--- config.mk ---
export PLATFORM = sky130hd
export DESIGN_NAME = gpio_irq_port
export DESIGN_NICKNAME = d
export VERILOG_FILES = /design/src/rtl/gpio_irq_pkg.sv /design/src/rtl/gpio_pin_sync.sv /design/src/rtl/gpio_pin_ctrl.sv /design/src/rtl/gpio_regs.sv /design/src/rtl/gpio_irq_port.sv
export SDC_FILE = /design/constraint.sdc
export NUM_CORES = 1
export LEC_CHECK = 0
export BUFFER_PORTS_ARGS = -buffer_cell sky130_fd_sc_hd__buf_2
export CORE_ASPECT_RATIO = 1.4
export CORE_MARGIN = 2
export CORE_UTILIZATION = 35
export DETAILED_ROUTE_END_ITERATION = 8
export GPL_TIMING_DRIVEN = 0
export PLACE_DENSITY = 0.52
export REMOVE_ABC_BUFFERS = 1
export SYNTH_ARGS = -nofsm -noshare
export SYNTH_HDL_FRONTEND = slang
export SYNTH_SLANG_ARGS = --single-unit
--- constraint.sdc ---
create_clock -name clk -period 1.1 [get_ports clk]
set_input_delay 0.165 -clock clk [delete_from_list [all_inputs] [get_ports clk]]
set_output_delay 0.165 -clock clk [all_outputs]
set_load 0.02 [all_outputs]
--- src/rtl/gpio_irq_pkg.sv ---
package gpio_irq_pkg;

  typedef enum logic [2:0] {
    PM_OUT    = 3'd0,
    PM_IN     = 3'd1,
    PM_DUAL   = 3'd2,
    PM_LEVEL  = 3'd3,
    PM_SINGLE = 3'd4
  } pin_mode_e;

  localparam logic [2:0] A_VALUE = 3'd0;
  localparam logic [2:0] A_DIR   = 3'd1;
  localparam logic [2:0] A_FN1   = 3'd2;
  localparam logic [2:0] A_FN2   = 3'd3;
  localparam logic [2:0] A_CLEAR = 3'd4;
  localparam logic [2:0] A_PINS  = 3'd5;

  // Pin behaviour from its function/direction bits.
  function automatic pin_mode_e decode_mode(input logic fn2, input logic fn1, input logic dir);
    if (!fn2 && !dir)            return PM_OUT;
    else if (fn2 && fn1 && !dir) return PM_DUAL;
    else if (fn2 && fn1 && dir)  return PM_SINGLE;
    else if (fn2 && !fn1 && !dir) return PM_LEVEL;
    else                          return PM_IN;
  endfunction

  function automatic logic level_active(input logic lvl, input logic polarity);
    return lvl == polarity;
  endfunction

  function automatic logic edge_hit(input logic now, input logic prev,
                                    input logic both, input logic rising);
    logic r, f;
    r = now & ~prev;
    f = ~now & prev;
    if (both) return r | f;
    return rising ? r : f;
  endfunction

endpackage

--- src/rtl/gpio_pin_sync.sv ---
module gpio_pin_sync #(
  parameter int STAGES = 2
) (
  input  logic clk,
  input  logic rst_n,
  input  logic d,
  output logic q_now,
  output logic q_prev
);
  localparam int N = (STAGES < 2) ? 2 : STAGES;

  logic [N-1:0] chain;
  logic         prev_q;

  genvar g;
  generate
    for (g = 0; g < N; g++) begin : g_stage
      if (g == 0) begin : g_first
        always_ff @(posedge clk or negedge rst_n) begin
          if (!rst_n) chain[0] <= 1'b0;
          else        chain[0] <= d;
        end
      end else begin : g_next
        always_ff @(posedge clk or negedge rst_n) begin
          if (!rst_n) chain[g] <= 1'b0;
          else        chain[g] <= chain[g-1];
        end
      end
    end
  endgenerate

  always_ff @(posedge clk or negedge rst_n) begin
    if (!rst_n) prev_q <= 1'b0;
    else        prev_q <= chain[N-1];
  end

  assign q_now  = chain[N-1];
  assign q_prev = prev_q;
endmodule

--- src/rtl/gpio_pin_ctrl.sv ---
module gpio_pin_ctrl
  import gpio_irq_pkg::*;
(
  input  logic clk,
  input  logic rst_n,
  input  logic val_bit,
  input  logic dir_bit,
  input  logic fn1_bit,
  input  logic fn2_bit,
  input  logic s_now,
  input  logic s_prev,
  input  logic clr_bit,
  output logic req,
  output logic flag_q,
  output logic edge_evt,
  output logic sel_q,
  output logic is_edge,
  output logic is_single,
  output logic is_irq,
  output logic is_out
);
  pin_mode_e mode;
  logic      was_single;
  logic      entering;
  logic      sel_eff;

  always_comb begin
    mode      = decode_mode(fn2_bit, fn1_bit, dir_bit);
    is_single = (mode == PM_SINGLE);
    is_edge   = (mode == PM_DUAL) || is_single;
    is_irq    = is_edge || (mode == PM_LEVEL);
    is_out    = (mode == PM_OUT);
    entering  = is_single && !was_single;
    sel_eff   = entering ? val_bit : sel_q;
    edge_evt  = is_edge && edge_hit(s_now, s_prev, mode == PM_DUAL, sel_eff);
  end

  always_ff @(posedge clk or negedge rst_n) begin
    if (!rst_n) begin
      was_single <= 1'b0;
      sel_q      <= 1'b0;
      flag_q     <= 1'b0;
    end else begin
      was_single <= is_single;
      if (!is_single || entering) sel_q <= val_bit;
      if (!is_edge)      flag_q <= 1'b0;
      else if (edge_evt) flag_q <= 1'b1;
      else if (clr_bit)  flag_q <= 1'b0;
    end
  end

  always_comb begin
    unique case (mode)
      PM_LEVEL:          req = level_active(s_now, val_bit);
      PM_DUAL, PM_SINGLE: req = flag_q;
      default:           req = 1'b0;
    endcase
  end
endmodule

--- src/rtl/gpio_regs.sv ---
module gpio_regs
  import gpio_irq_pkg::*;
#(
  parameter int W  = 8,
  parameter int AW = 3
) (
  input  logic          clk,
  input  logic          rst_n,
  input  logic          wr,
  input  logic [AW-1:0] addr,
  input  logic [W-1:0]  wdata,
  input  logic [W-1:0]  flags,
  input  logic [W-1:0]  levels,
  output logic [W-1:0]  rdata,
  output logic [W-1:0]  val_q,
  output logic [W-1:0]  dir_q,
  output logic [W-1:0]  fn1_q,
  output logic [W-1:0]  fn2_q,
  output logic [W-1:0]  clr_vec
);
  always_ff @(posedge clk or negedge rst_n) begin
    if (!rst_n) begin
      val_q <= '0;
      dir_q <= '1;
      fn1_q <= '0;
      fn2_q <= '0;
    end else if (wr) begin
      case (addr)
        AW'(A_VALUE): val_q <= wdata;
        AW'(A_DIR):   dir_q <= wdata;
        AW'(A_FN1):   fn1_q <= wdata;
        AW'(A_FN2):   fn2_q <= wdata;
        default: ;
      endcase
    end
  end

  assign clr_vec = (wr && addr == AW'(A_CLEAR)) ? wdata : '0;

  always_comb begin
    case (addr)
      AW'(A_VALUE): rdata = val_q;
      AW'(A_DIR):   rdata = dir_q;
      AW'(A_FN1):   rdata = fn1_q;
      AW'(A_FN2):   rdata = fn2_q;
      AW'(A_CLEAR): rdata = flags;
      AW'(A_PINS):  rdata = levels;
      default:      rdata = '0;
    endcase
  end
endmodule

--- src/rtl/gpio_irq_port.sv ---
module gpio_irq_port
  import gpio_irq_pkg::*;
#(
  parameter int W           = 8,
  parameter int AW          = 3,
  parameter int SYNC_STAGES = 2
) (
  input  logic          clk,
  input  logic          rst_n,
  input  logic          bus_wr,
  input  logic [AW-1:0] bus_addr,
  input  logic [W-1:0]  bus_wdata,
  output logic [W-1:0]  bus_rdata,
  input  logic [W-1:0]  pin_in,
  output logic [W-1:0]  pin_out,
  output logic [W-1:0]  pin_oe,
  output logic [W-1:0]  irq_vec,
  output logic          irq
);
  logic [W-1:0] val_q, dir_q, fn1_q, fn2_q, clr_vec;
  logic [W-1:0] s_now, s_prev;
  logic [W-1:0] flag_q, edge_evt, sel_q, req;
  logic [W-1:0] edge_mask, single_mask, irq_mask, out_mask;

  gpio_regs #(.W(W), .AW(AW)) u_regs (
    .clk(clk), .rst_n(rst_n), .wr(bus_wr), .addr(bus_addr), .wdata(bus_wdata),
    .flags(flag_q), .levels(s_now), .rdata(bus_rdata),
    .val_q(val_q), .dir_q(dir_q), .fn1_q(fn1_q), .fn2_q(fn2_q), .clr_vec(clr_vec)
  );

  genvar i;
  generate
    for (i = 0; i < W; i++) begin : g_pin
      gpio_pin_sync #(.STAGES(SYNC_STAGES)) u_sync (
        .clk(clk), .rst_n(rst_n), .d(pin_in[i]), .q_now(s_now[i]), .q_prev(s_prev[i])
      );
      gpio_pin_ctrl u_ctrl (
        .clk(clk), .rst_n(rst_n),
        .val_bit(val_q[i]), .dir_bit(dir_q[i]), .fn1_bit(fn1_q[i]), .fn2_bit(fn2_q[i]),
        .s_now(s_now[i]), .s_prev(s_prev[i]), .clr_bit(clr_vec[i]),
        .req(req[i]), .flag_q(flag_q[i]), .edge_evt(edge_evt[i]), .sel_q(sel_q[i]),
        .is_edge(edge_mask[i]), .is_single(single_mask[i]),
        .is_irq(irq_mask[i]), .is_out(out_mask[i])
      );
    end
  endgenerate

  assign pin_out = val_q;
  assign pin_oe  = out_mask;
  assign irq_vec = req;
  assign irq     = |req;
endmodule

### Yosys cells after proc, flatten, opt, wreduce, memory -nomap -nowiden

Cells that the tools add are included.

* output and inout port bits: 33
* input port bits: 22
* register bits: 80
* logic and storage cells: 386

* mux-type cells: 106
* eq/ne operators: 45
* bitwise operators: 40
* reductions and logical operators: 143

Operators with widths (count)
* two-way mux 3 bit: 24
* logical AND 1 bit: 65
* two-way mux 1 bit: 64
* == test 3 x 2 -> 1 bit (second input constant): 18
* case mux 8 bit (6 select lines): 1
* zero test 1 bit: 40
* == test 3 bit (second input constant): 10
* zero test 3 bit: 9
* inequality test 3 x 2 -> 1 bit (second input constant): 8
* AND 1 bit: 16
* logical OR 1 bit: 16
* two-way mux 2 bit: 8
* inverter 1 bit: 16
* case mux 1 bit (2 select lines): 8
* OR reduction 2 bit: 8
* == test 1 bit: 8
* two-way mux 8 bit: 1
* bitwise OR 1 bit: 8
* AND reduction 2 bit: 4
* OR reduction 8 bit: 1
* == test 3 x 1 -> 1 bit (second input constant): 1

### Logic depth before layout (Yosys ltp)

Gate-level depths: netlist (run 1).

* depth in word-level cells: 15
* mapped depth: 5
* gate-level depth less buffers: 5

### Modules after synthesis

Synthesis (run 1) repeated with hierarchy kept, for this count alone.

* cell total of the unflattened synthesis: 377
* area, all modules: 4324.1 um^2

Modules (own cells, without submodules)
* gpio_pin_ctrl: area each 247.7 um^2, seq. area each 75.1 um^2, cells an instance 27, times used 8
* gpio_regs: area each 1725.4 um^2, seq. area each 810.8 um^2, cells an instance 134, times used 1
* gpio_pin_sync: area each 75.1 um^2, seq. area each 75.1 um^2, cells an instance 3, times used 8
* gpio_irq_port: area each 16.3 um^2, seq. area each 0.0 um^2, cells an instance 3, times used 1

### Worst setup path after synthesis (run 1)

No wires, ideal clock.

* path kind: input port to output port
* start point: input port bus_addr[0]
* end point: output port bus_rdata[7]
* slack: -331 ps
* arrival time: 1266 ps
* stages: 4
* cells stage by stage: buf_2 buf_4 mux2i_1 a221oi_1

* word-level cells in the longest chain between the ends: 2
* elaborated cells between the ends (all ways): 7

RTL lines
* start: declaration: line gpio_irq_port.sv:11 `input logic [AW-1:0] bus_addr,`
* == test 3 bit, or another cell as far along: line gpio_regs.sv:41 `case (addr)`
* case mux 8 bit (6 select lines) (*): line gpio_regs.sv:41
* end: declaration: line gpio_irq_port.sv:13 `output logic [W-1:0] bus_rdata,`

Mark *: on every way between the ends. The rest lies on a longest branch, timed or not.

### Worst setup path after layout (run 1)

* start point: register g_pin[3].u_sync.chain[1]
* end point: output port irq

* word-level cells in the longest chain between the ends: 3

RTL lines
* start: declaration: line gpio_pin_sync.sv:12 `logic [N-1:0] chain;`
* start signal: indexed assignment: line gpio_pin_sync.sv:26 `else chain[g] <= chain[g-1];`
* == test 1 bit: line gpio_irq_pkg.sv:28 `return lvl == polarity;`
* case mux 1 bit (2 select lines): line gpio_pin_ctrl.sv:53 `unique case (mode)`
* OR reduction 8 bit: line gpio_irq_port.sv:51 `assign irq = |req;`
* end: declaration: line gpio_irq_port.sv:18 `output logic irq`

No other way between the ends.

==> metrics.txt, run 1 <==
# TYPE chip_impl_metric gauge
chip_impl_metric{name="rrSetupSlack",unit="ns"} -0.39
chip_impl_metric{name="routed_wl",unit="um"} 9520
chip_impl_info{name="crit-reg2reg-capture",value="g_pin[5].u_ctrl.sel_q"} 1
chip_impl_info{name="synth.top_cells.by_area",value="dfrtp_1 43%, mux2_2 12%, mux2i_1 8.4%, dfstp_2 5.1%, ha_1 4.8%"} 1
chip_impl_metric{name="seq_area_frac_synth",unit=""} 0.485
chip_impl_info{name="yosysTopAreaCell",value="dfrtp_1"} 1
chip_impl_metric{name="drt_pre_antenna_iters",unit=""} 4
chip_impl_metric{name="dieHeight",unit="um"} 133
chip_impl_metric{name="floorplan.die_area",unit="um2"} 12700
chip_impl_metric{name="place_inst",unit=""} 507
chip_impl_metric{name="final.min_clock_period",unit="ns"} 1.85
chip_impl_metric{name="grt_start_max_net_pins",unit=""} 48
chip_impl_metric{name="p_total",unit="W"} 0.0105
chip_impl_metric{name="critPathArrivalTime",unit="ns"} 1.68
chip_impl_metric{name="synth.top_cell.area_share",unit=""} 0.435
chip_impl_metric{name="detail_route.drc_violations",unit=""} 0
chip_impl_info{name="worst_r2r_startpoint",value="u_regs.dir_q[5]"} 1
chip_impl_metric{name="p_sw_frac",unit=""} 0.307
chip_impl_info{name="clock-root-buffer",value="clkbuf_16"} 1
chip_impl_metric{name="yosysWarningCount",unit=""} 0
chip_impl_metric{name="htree_levels",unit=""} 3
chip_impl_info{name="startpoint_type",value="register"} 1
chip_impl_metric{name="fin_skew",unit="ns"} 0.00488
chip_impl_metric{name="floorplan.initialDensity",unit=""} 0.354
chip_impl_metric{name="worst_r2r_path_depth",unit=""} 6
chip_impl_metric{name="port_buffers",unit=""} 54
chip_impl_metric{name="path_clk_slew",unit="ns"} 0.06
chip_impl_metric{name="timing.final.max_slew_violations",unit=""} 0
chip_impl_info{name="tritoncts_clock_tree",value="done"} 1
chip_impl_metric{name="internal_power",unit="W"} 0.00728
chip_impl_metric{name="detail_route.wl_per_cell",unit="um"} 16.3
chip_impl_metric{name="rows",unit=""} 47
chip_impl_metric{name="path_max_fanout",unit=""} 3
chip_impl_metric{name="synthCells",unit=""} 337
chip_impl_metric{name="final_critical_path_setup_slack",unit="ns"} -0.747
chip_impl_info{name="hp-class",value="in -> reg"} 1
chip_impl_metric{name="p_switching",unit="W"} 0.00323
chip_impl_metric{name="clock_insertion_delay_worst_skew",unit="ns"} 0.34
chip_impl_metric{name="setup_viol_count_final",unit=""} 50
chip_impl_metric{name="grt_pass1_vias",unit=""} 2873
chip_impl_metric{name="grt_overflow_total",unit=""} 0
chip_impl_metric{name="max_slew_margin",unit=""} 0.738
chip_impl_info{name="failed_checks",value="negative setup slack"} 1
chip_impl_metric{name="power.share.clock",unit=""} 0.286
chip_impl_metric{name="whs",unit="ns"} 0.134
chip_impl_metric{name="grt_pass1_wl",unit="um"} 14900
chip_impl_metric{name="via_per_inst",unit=""} 4.97
chip_impl_metric{name="antenna_violating_nets_post_route",unit=""} 0
chip_impl_metric{name="design_area",unit="um2"} 5860
chip_impl_metric{name="number_of_buffers_created_by_cts",unit=""} 9
chip_impl_metric{name="count_of_pins_on_the_block_boundary",unit=""} 55
chip_impl_metric{name="clock.fmax",unit="GHz"} 0.541
chip_impl_metric{name="final_nets",unit=""} 469
chip_impl_metric{name="finalWeightedCongestion",unit=""} 0.747
chip_impl_metric{name="track_usage",unit=""} 0.154
chip_impl_metric{name="floorplan.die.width",unit="um"} 96.0
chip_impl_metric{name="max_capacitance_violation_count",unit=""} 0
chip_impl_metric{name="report.final.hold_viol_count",unit=""} 0
chip_impl_info{name="run_status",value="finished, violations left"} 1
chip_impl_info{name="final_cell_mix",value="48 x dfrtp_1, 48 x buf_6, 41 x mux2_2"} 1
chip_impl_metric{name="dpl-instance-area",unit="um2"} 4400
chip_impl_metric{name="n_fill_cell",unit=""} 1049
chip_impl_metric{name="layout-drive-gt1-share",unit=""} 0.594
chip_impl_metric{name="postSynthRegisterBits",unit=""} 80
chip_impl_metric{name="num_vias",unit=""} 2896
chip_impl_metric{name="transition_time_at_the_pin_with_the_least_slew_margin",unit="ns"} 0.392
chip_impl_info{name="setup.worst_path.end",value="irq"} 1
chip_impl_metric{name="power.ir.vdd_worst",unit="uV"} 853
chip_impl_metric{name="synth.cell_area",unit="um2"} 4150
chip_impl_metric{name="number_of_sinks_handled_by_clock_tree_synthesis",unit=""} 80
chip_impl_metric{name="worstPathRequired",unit="ns"} 0.94
chip_impl_info{name="timing.setup.critical_path_class",value="reg -> out"} 1
chip_impl_metric{name="power.density",unit="nW/um2"} 1790
chip_impl_metric{name="final_hpwl_from_detailed_placement",unit="um"} 5960
chip_impl_metric{name="synthDistinctLibCells",unit=""} 35
chip_impl_info{name="worstSetupEndpointType",value="output port"} 1
chip_impl_info{name="rsz0062_at_grt",value="yes"} 1
chip_impl_metric{name="num_antenna_cells",unit=""} 0
chip_impl_metric{name="antenna_violations_before_repair",unit=""} 0
chip_impl_metric{name="final_cells",unit=""} 583
chip_impl_metric{name="total_leakage_power",unit="nW"} 2.80
chip_impl_metric{name="areaGrowthSynthToFinish",unit="%"} 41.4
chip_impl_metric{name="post_synth.cell_area_avg",unit="um2"} 12.3
chip_impl_metric{name="final_core_utilization",unit=""} 0.501
chip_impl_metric{name="power.share.combinational",unit=""} 0.324
chip_impl_metric{name="clock_path_buffers",unit=""} 2
chip_impl_info{name="critical_path.startpoint",value="g_pin[3].u_sync.q_now"} 1
chip_impl_metric{name="floorplan.core_area",unit="um2"} 11700
chip_impl_metric{name="final_worst_path_cycle_share",unit=""} 1.68
chip_impl_metric{name="detailedRoute.firstIterationViolations",unit=""} 104
chip_impl_metric{name="power_frac_seq",unit=""} 0.390
-- synthesized netlist by cell type (all sizes together) --
master  count
and2b       1
a21boi      8
dfstp       8
nor2b       1
inv        26
o211a       8
nand2b      3
nand3       9
o21a        1
clkbuf      1
nand3b      1
a221oi      1
mux2i      35
nor2       16
o22ai       5
xor2        8
buf        31
a31oi       4
o221ai      2
o41ai       8
a22oi       4
or3b        1
mux4        2
dfrtp      72
nor4        2
nand2       9
and3        9
nor3        1
mux2       44
ha         16
-- area by class of cell --
type                            count  area [um2]  share of cell area
Multi-Input combinational cell    199        2200               0.376
Timing Repair Buffer              115        1040               0.177
Tap cell                          147         184              0.0314
Clock inverter                      3        40.0             0.00683
Clock buffer                       13         260              0.0444
Inverter                           26        97.6              0.0166
Sequential cell                    80        2040               0.348
-- cell families (layout without fill, tap and decap cells) --
logic type,count (synthesis),after routing,synth area share
AO/OA/AOI/OAI,41,41,0.0797
multiplexers,81,81,0.215
AND/OR/NAND/NOR,53,53,0.0760
buffers and inverters,58,157,0.0791
XOR/XNOR,8,8,0.0169
flip-flops,80,80,0.485
adder cells (fa/ha/maj),16,16,0.0483
-- worst max-delay path, stage by stage (launching register included) --
cell,delay (ns)
dfrtp_2,0.43
xor2_2,0.20
o41ai_4,0.39
nor4_4,0.07
nand2_1,0.13
buf_6,0.13
-- flip-flops by register name, summed over array words and instances, names as in the netlist --
register	cells
g_pin.u_sync.q_now	8
g_pin.u_ctrl.sel_q	8
g_pin.u_ctrl.flag_q	8
g_pin.u_ctrl.was_single	8
u_regs.fn2_q	8
u_regs.val_q	8
g_pin.u_sync.q_prev	8
g_pin.u_sync.chain	8
u_regs.fn1_q	8
u_regs.dir_q	8
-- power by group through the flow --
| stage | clock network [W] | registers [W] | logic (W) |
|---|---|---|---|
| after floorplan | 0 | 0.00398 | 0.00129 |
| after global placement | 0 | 0.00405 | 0.00194 |
| after detailed placement | 0 | 0.00407 | 0.00197 |
| after CTS | 0.00308 | 0.00408 | 0.00277 |
| after global routing | 0.00323 | 0.00418 | 0.00365 |
| final | 0.00301 | 0.00409 | 0.00340 |
-- how the worst min path moves through the flow --
stage | startpoint | to | slack [ns] | depth (start not counted)
final | bus_wdata[6] | u_regs.val_q[6] | 0.13 | 2
after global routing | bus_wdata[5] | u_regs.fn1_q[5] | 0.13 | 2
after CTS | bus_wdata[5] | u_regs.fn2_q[5] | 0.12 | 2
after detailed placement | rst_n | g_pin[5].u_sync.chain[0] | 0.15 | 1
after global placement | pin_in[0] | g_pin[0].u_sync.chain[0] | 0.27 | 1
after floorplan | rst_n | g_pin[0].u_ctrl.flag_q | -0.13 | 0
-- routing by layer --
layer,part of all wire,global-route usage,vias up
li1,-,-,1361
met1,0.44,0.199,1485
met2,0.52,0.253,42
met3,0.029,0.0353,8
met4,0.013,0.0460,0
met5,0,0,-
-- per-stage QoR --
| stage | setup TNS [ns] | setup WS (ns) |
|---|---|---|
| after floorplan | -8.37 | -0.902 |
| after global placement | -94.38 | -0.796 |
| after detailed placement | -34.59 | -0.752 |
| after CTS | -16.17 | -0.738 |
| after global routing | -20.49 | -0.820 |
| final | -17.96 | -0.747 |
-- repair_timing --
| action | in CTS | in global routing |
|---|---|---|
| endpoints found under the hold margin | 37 | 0 |
| pin swaps | 17 | 21 |
| buffers inserted | 26 | 29 |
| setup endpoints to repair | 81 | 55 |
| gates cloned | 0 | 0 |
| resized for setup | 117 | 61 |
| hold buffers | 9 | 0 |
(Power assumes the default switching activity.)
==> run 2, diff against run 1 <==
--- a/config.mk
+++ b/config.mk
@@ -13,6 +13,7 @@
 export GPL_TIMING_DRIVEN = 0
 export PLACE_DENSITY = 0.52
 export REMOVE_ABC_BUFFERS = 1
+export SETUP_SLACK_MARGIN = 0.4
 export SYNTH_ARGS = -nofsm -noshare
 export SYNTH_HDL_FRONTEND = slang
 export SYNTH_SLANG_ARGS = --single-unit
==> run 2 against run 1 <==
The run ends with negative hold slack, negative setup slack left. Non-clock buffer count grew 9. Sequential power is essentially flat. First-iteration DRC count grew 64%. Sequential share of layout area shrank 1.4 points. Utilization grew 2.2 points. Flip-flop and latch count is the same. Global-route usage grew 0.90 points. Total power grew 2.0%. Setup slack lost 0.020 ns. Hold slack lost 0.36 ns. Largest power group unchanged. Highest routed layer unchanged.
==> metrics.txt, run 2 (same netlist as run 1, synthesis figures left out) <==
# TYPE chip_impl_metric gauge
chip_impl_metric{name="grt_pass1_wl",unit="um"} 15700
chip_impl_metric{name="drt_pre_antenna_iters",unit=""} 4
chip_impl_metric{name="whs",unit="ns"} -0.225
chip_impl_metric{name="p_sw_frac",unit=""} 0.305
chip_impl_metric{name="final_worst_path_cycle_share",unit=""} 1.70
chip_impl_metric{name="max_capacitance_violation_count",unit=""} 0
chip_impl_metric{name="via_per_inst",unit=""} 5.03
chip_impl_info{name="rsz0062_at_grt",value="yes"} 1
chip_impl_metric{name="antenna_violating_nets_post_route",unit=""} 0
chip_impl_metric{name="worstPathRequired",unit="ns"} 0.94
chip_impl_metric{name="detail_route.drc_violations",unit=""} 0
chip_impl_metric{name="floorplan.die.width",unit="um"} 96.0
chip_impl_metric{name="max_slew_margin",unit=""} 0.612
chip_impl_metric{name="critPathArrivalTime",unit="ns"} 1.70
chip_impl_metric{name="seq_area",unit="um2"} 2040
chip_impl_metric{name="path_clk_slew",unit="ns"} 0.06
chip_impl_metric{name="grt_pass1_vias",unit=""} 2975
chip_impl_metric{name="postCtsHoldBufs",unit=""} 8
chip_impl_info{name="worstSetupEndpointType",value="output port"} 1
chip_impl_metric{name="total_leakage_power",unit="nW"} 2.96
chip_impl_info{name="tritoncts_clock_tree",value="done"} 1
chip_impl_info{name="startpoint_type",value="register"} 1
chip_impl_metric{name="clock_path_buffers",unit=""} 2
chip_impl_metric{name="n_fill_cell",unit=""} 993
chip_impl_metric{name="timing.final.max_slew_violations",unit=""} 0
chip_impl_metric{name="power.share.clock",unit=""} 0.283
chip_impl_info{name="final_cell_mix",value="59 x buf_6, 46 x dfrtp_1, 32 x mux2i_1"} 1
chip_impl_metric{name="number_of_buffers_created_by_cts",unit=""} 9
chip_impl_metric{name="p_switching",unit="W"} 0.00327
chip_impl_metric{name="transition_time_at_the_pin_with_the_least_slew_margin",unit="ns"} 0.581
chip_impl_metric{name="setup_total_negative_slack",unit="ns"} -17.50
chip_impl_metric{name="detail_route.wl_per_cell",unit="um"} 17.1
chip_impl_metric{name="rows",unit=""} 47
chip_impl_info{name="failed_checks",value="negative hold slack, negative setup slack"} 1
chip_impl_metric{name="power.density",unit="nW/um2"} 1750
chip_impl_metric{name="power_frac_seq",unit=""} 0.384
chip_impl_metric{name="floorplan.die_area",unit="um2"} 12700
chip_impl_metric{name="internal_power",unit="W"} 0.00745
chip_impl_metric{name="multi_input_comb_area",unit="um2"} 2280
chip_impl_info{name="layout_commonest_cell",value="buf_6"} 1
chip_impl_metric{name="power.ir.vdd_worst",unit="uV"} 903
chip_impl_metric{name="antenna_violations_before_repair",unit=""} 0
chip_impl_metric{name="num_vias",unit=""} 2980
chip_impl_info{name="timing.setup.critical_path_class",value="reg -> out"} 1
chip_impl_metric{name="p_total",unit="W"} 0.0107
chip_impl_metric{name="port_buffers",unit=""} 54
chip_impl_metric{name="worst_r2r_path_depth",unit=""} 6
chip_impl_metric{name="number_of_sinks_handled_by_clock_tree_synthesis",unit=""} 80
chip_impl_metric{name="floorplan.initialDensity",unit=""} 0.354
chip_impl_metric{name="clock.fmax",unit="GHz"} 0.536
chip_impl_metric{name="grt_start_max_net_pins",unit=""} 48
chip_impl_metric{name="dieHeight",unit="um"} 133
chip_impl_metric{name="htree_levels",unit=""} 3
chip_impl_metric{name="clock_insertion_delay_worst_skew",unit="ns"} 0.34
chip_impl_metric{name="final_critical_path_setup_slack",unit="ns"} -0.767
chip_impl_metric{name="grt_overflow_total",unit=""} 0
chip_impl_metric{name="count_of_pins_on_the_block_boundary",unit=""} 55
chip_impl_info{name="run_status",value="finished, violations left"} 1
chip_impl_info{name="hp-class",value="in -> async"} 1
chip_impl_metric{name="detailedRoute.firstIterationViolations",unit=""} 171
chip_impl_metric{name="power.share.combinational",unit=""} 0.332
chip_impl_metric{name="areaGrowthSynthToFinish",unit="%"} 47.6
chip_impl_info{name="clock-root-buffer",value="clkbuf_16"} 1
chip_impl_metric{name="routed_wl",unit="um"} 10100
chip_impl_metric{name="layout-drive-gt1-share",unit=""} 0.604
chip_impl_metric{name="final_hpwl_from_detailed_placement",unit="um"} 5960
chip_impl_metric{name="fin_skew",unit="ns"} 0.00719
chip_impl_metric{name="track_usage",unit=""} 0.163
chip_impl_metric{name="floorplan.core_area",unit="um2"} 11700
chip_impl_metric{name="finalWeightedCongestion",unit=""} 0.747
chip_impl_metric{name="report.final.hold_viol_count",unit=""} 29
chip_impl_metric{name="final.min_clock_period",unit="ns"} 1.87
chip_impl_metric{name="path_max_fanout",unit=""} 3
chip_impl_metric{name="setup_viol_count_final",unit=""} 51
chip_impl_metric{name="final_nets",unit=""} 478
chip_impl_metric{name="num_antenna_cells",unit=""} 0
run 2: cell types whose count changed in the layout (fill, tap and decap cells not counted), sizes merged:
cell,before,now
buf,106,115
bufbuf,0,1
dlygate4sd3,9,8
run 2: routing by layer:
layer	share of wire	global-route usage	wire (um)	up-vias
li1	-	-	-	1384
met1	0.43	0.210	4310	1521
met5	0	0	0	-
met4	0.019	0.0508	197	0
met3	0.037	0.0353	375	14
met2	0.52	0.269	5230	61
run 2: metrics by stage:
stage          hold WS (ns)  cells  setup WS [ns]  utilization  area [um2]
3_5_place_dp          0.154    507         -0.752        0.376        4400
5_1_grt              -0.186    592         -0.871        0.523        6120
3_3_place_gp          0.273    506         -0.796        0.373        4370
4_1_cts              -0.203    560         -0.738        0.479        5600
2_1_floorplan        -0.131    305         -0.902            -        3920
6_report             -0.225    592         -0.767        0.523        6120
run 2: final timing paths:
path / endpoint / from / slack, ns
setup / recovery: irq / g_pin[3].u_sync.q_now / -0.77
hold / removal: g_pin[5].u_sync.q_prev / rst_n / -0.23
setup reg to reg: g_pin[5].u_ctrl.sel_q / u_regs.dir_q[5] / -0.40
hold reg to reg: g_pin[5].u_sync.q_now / g_pin[5].u_sync.chain[0] / 0.35
max in group asynchronous: u_regs.dir_q[7] / rst_n / 0.67
min in group clk: u_regs.dir_q[5] / bus_wdata[5] / 0.13
run 2: worst max-delay path: stages, from the launching register on:
cell,delay (ns)
dfrtp_1,0.42
xor2_2,0.19
o41ai_2,0.27
buf_4,0.18
nor4_2,0.04
nand2_1,0.13
buf_6,0.13
run 2: final cells by class:
| cell class | count | share of cell area |
|---|---|---|
| tap | 147 | 0.0301 |
| sequential | 80 | 0.334 |
| clock buffer | 13 | 0.0425 |
| multi-input combinational | 199 | 0.372 |
| clock inverter | 3 | 0.00654 |
| timing repair buffer | 124 | 0.199 |
| inverter | 26 | 0.0159 |
run 2: what timing repair did:
item | in CTS | in global routing
pin swaps | 18 | 15
resized for setup | 152 | 69
endpoints found under the setup margin | 89 | 92
buffers inserted | 28 | 32
cloned | 1 | 0
hold endpoints to repair | 37 | 29
run 2: power groups by stage:
stage               Combinational [W]  Sequential [W]  Clock (W)
floorplan                     0.00129         0.00398          0
global placement              0.00194         0.00405          0
detailed placement            0.00197         0.00407          0
CTS                           0.00289         0.00410    0.00308
global route                  0.00381         0.00420    0.00322
finish                        0.00356         0.00411    0.00304
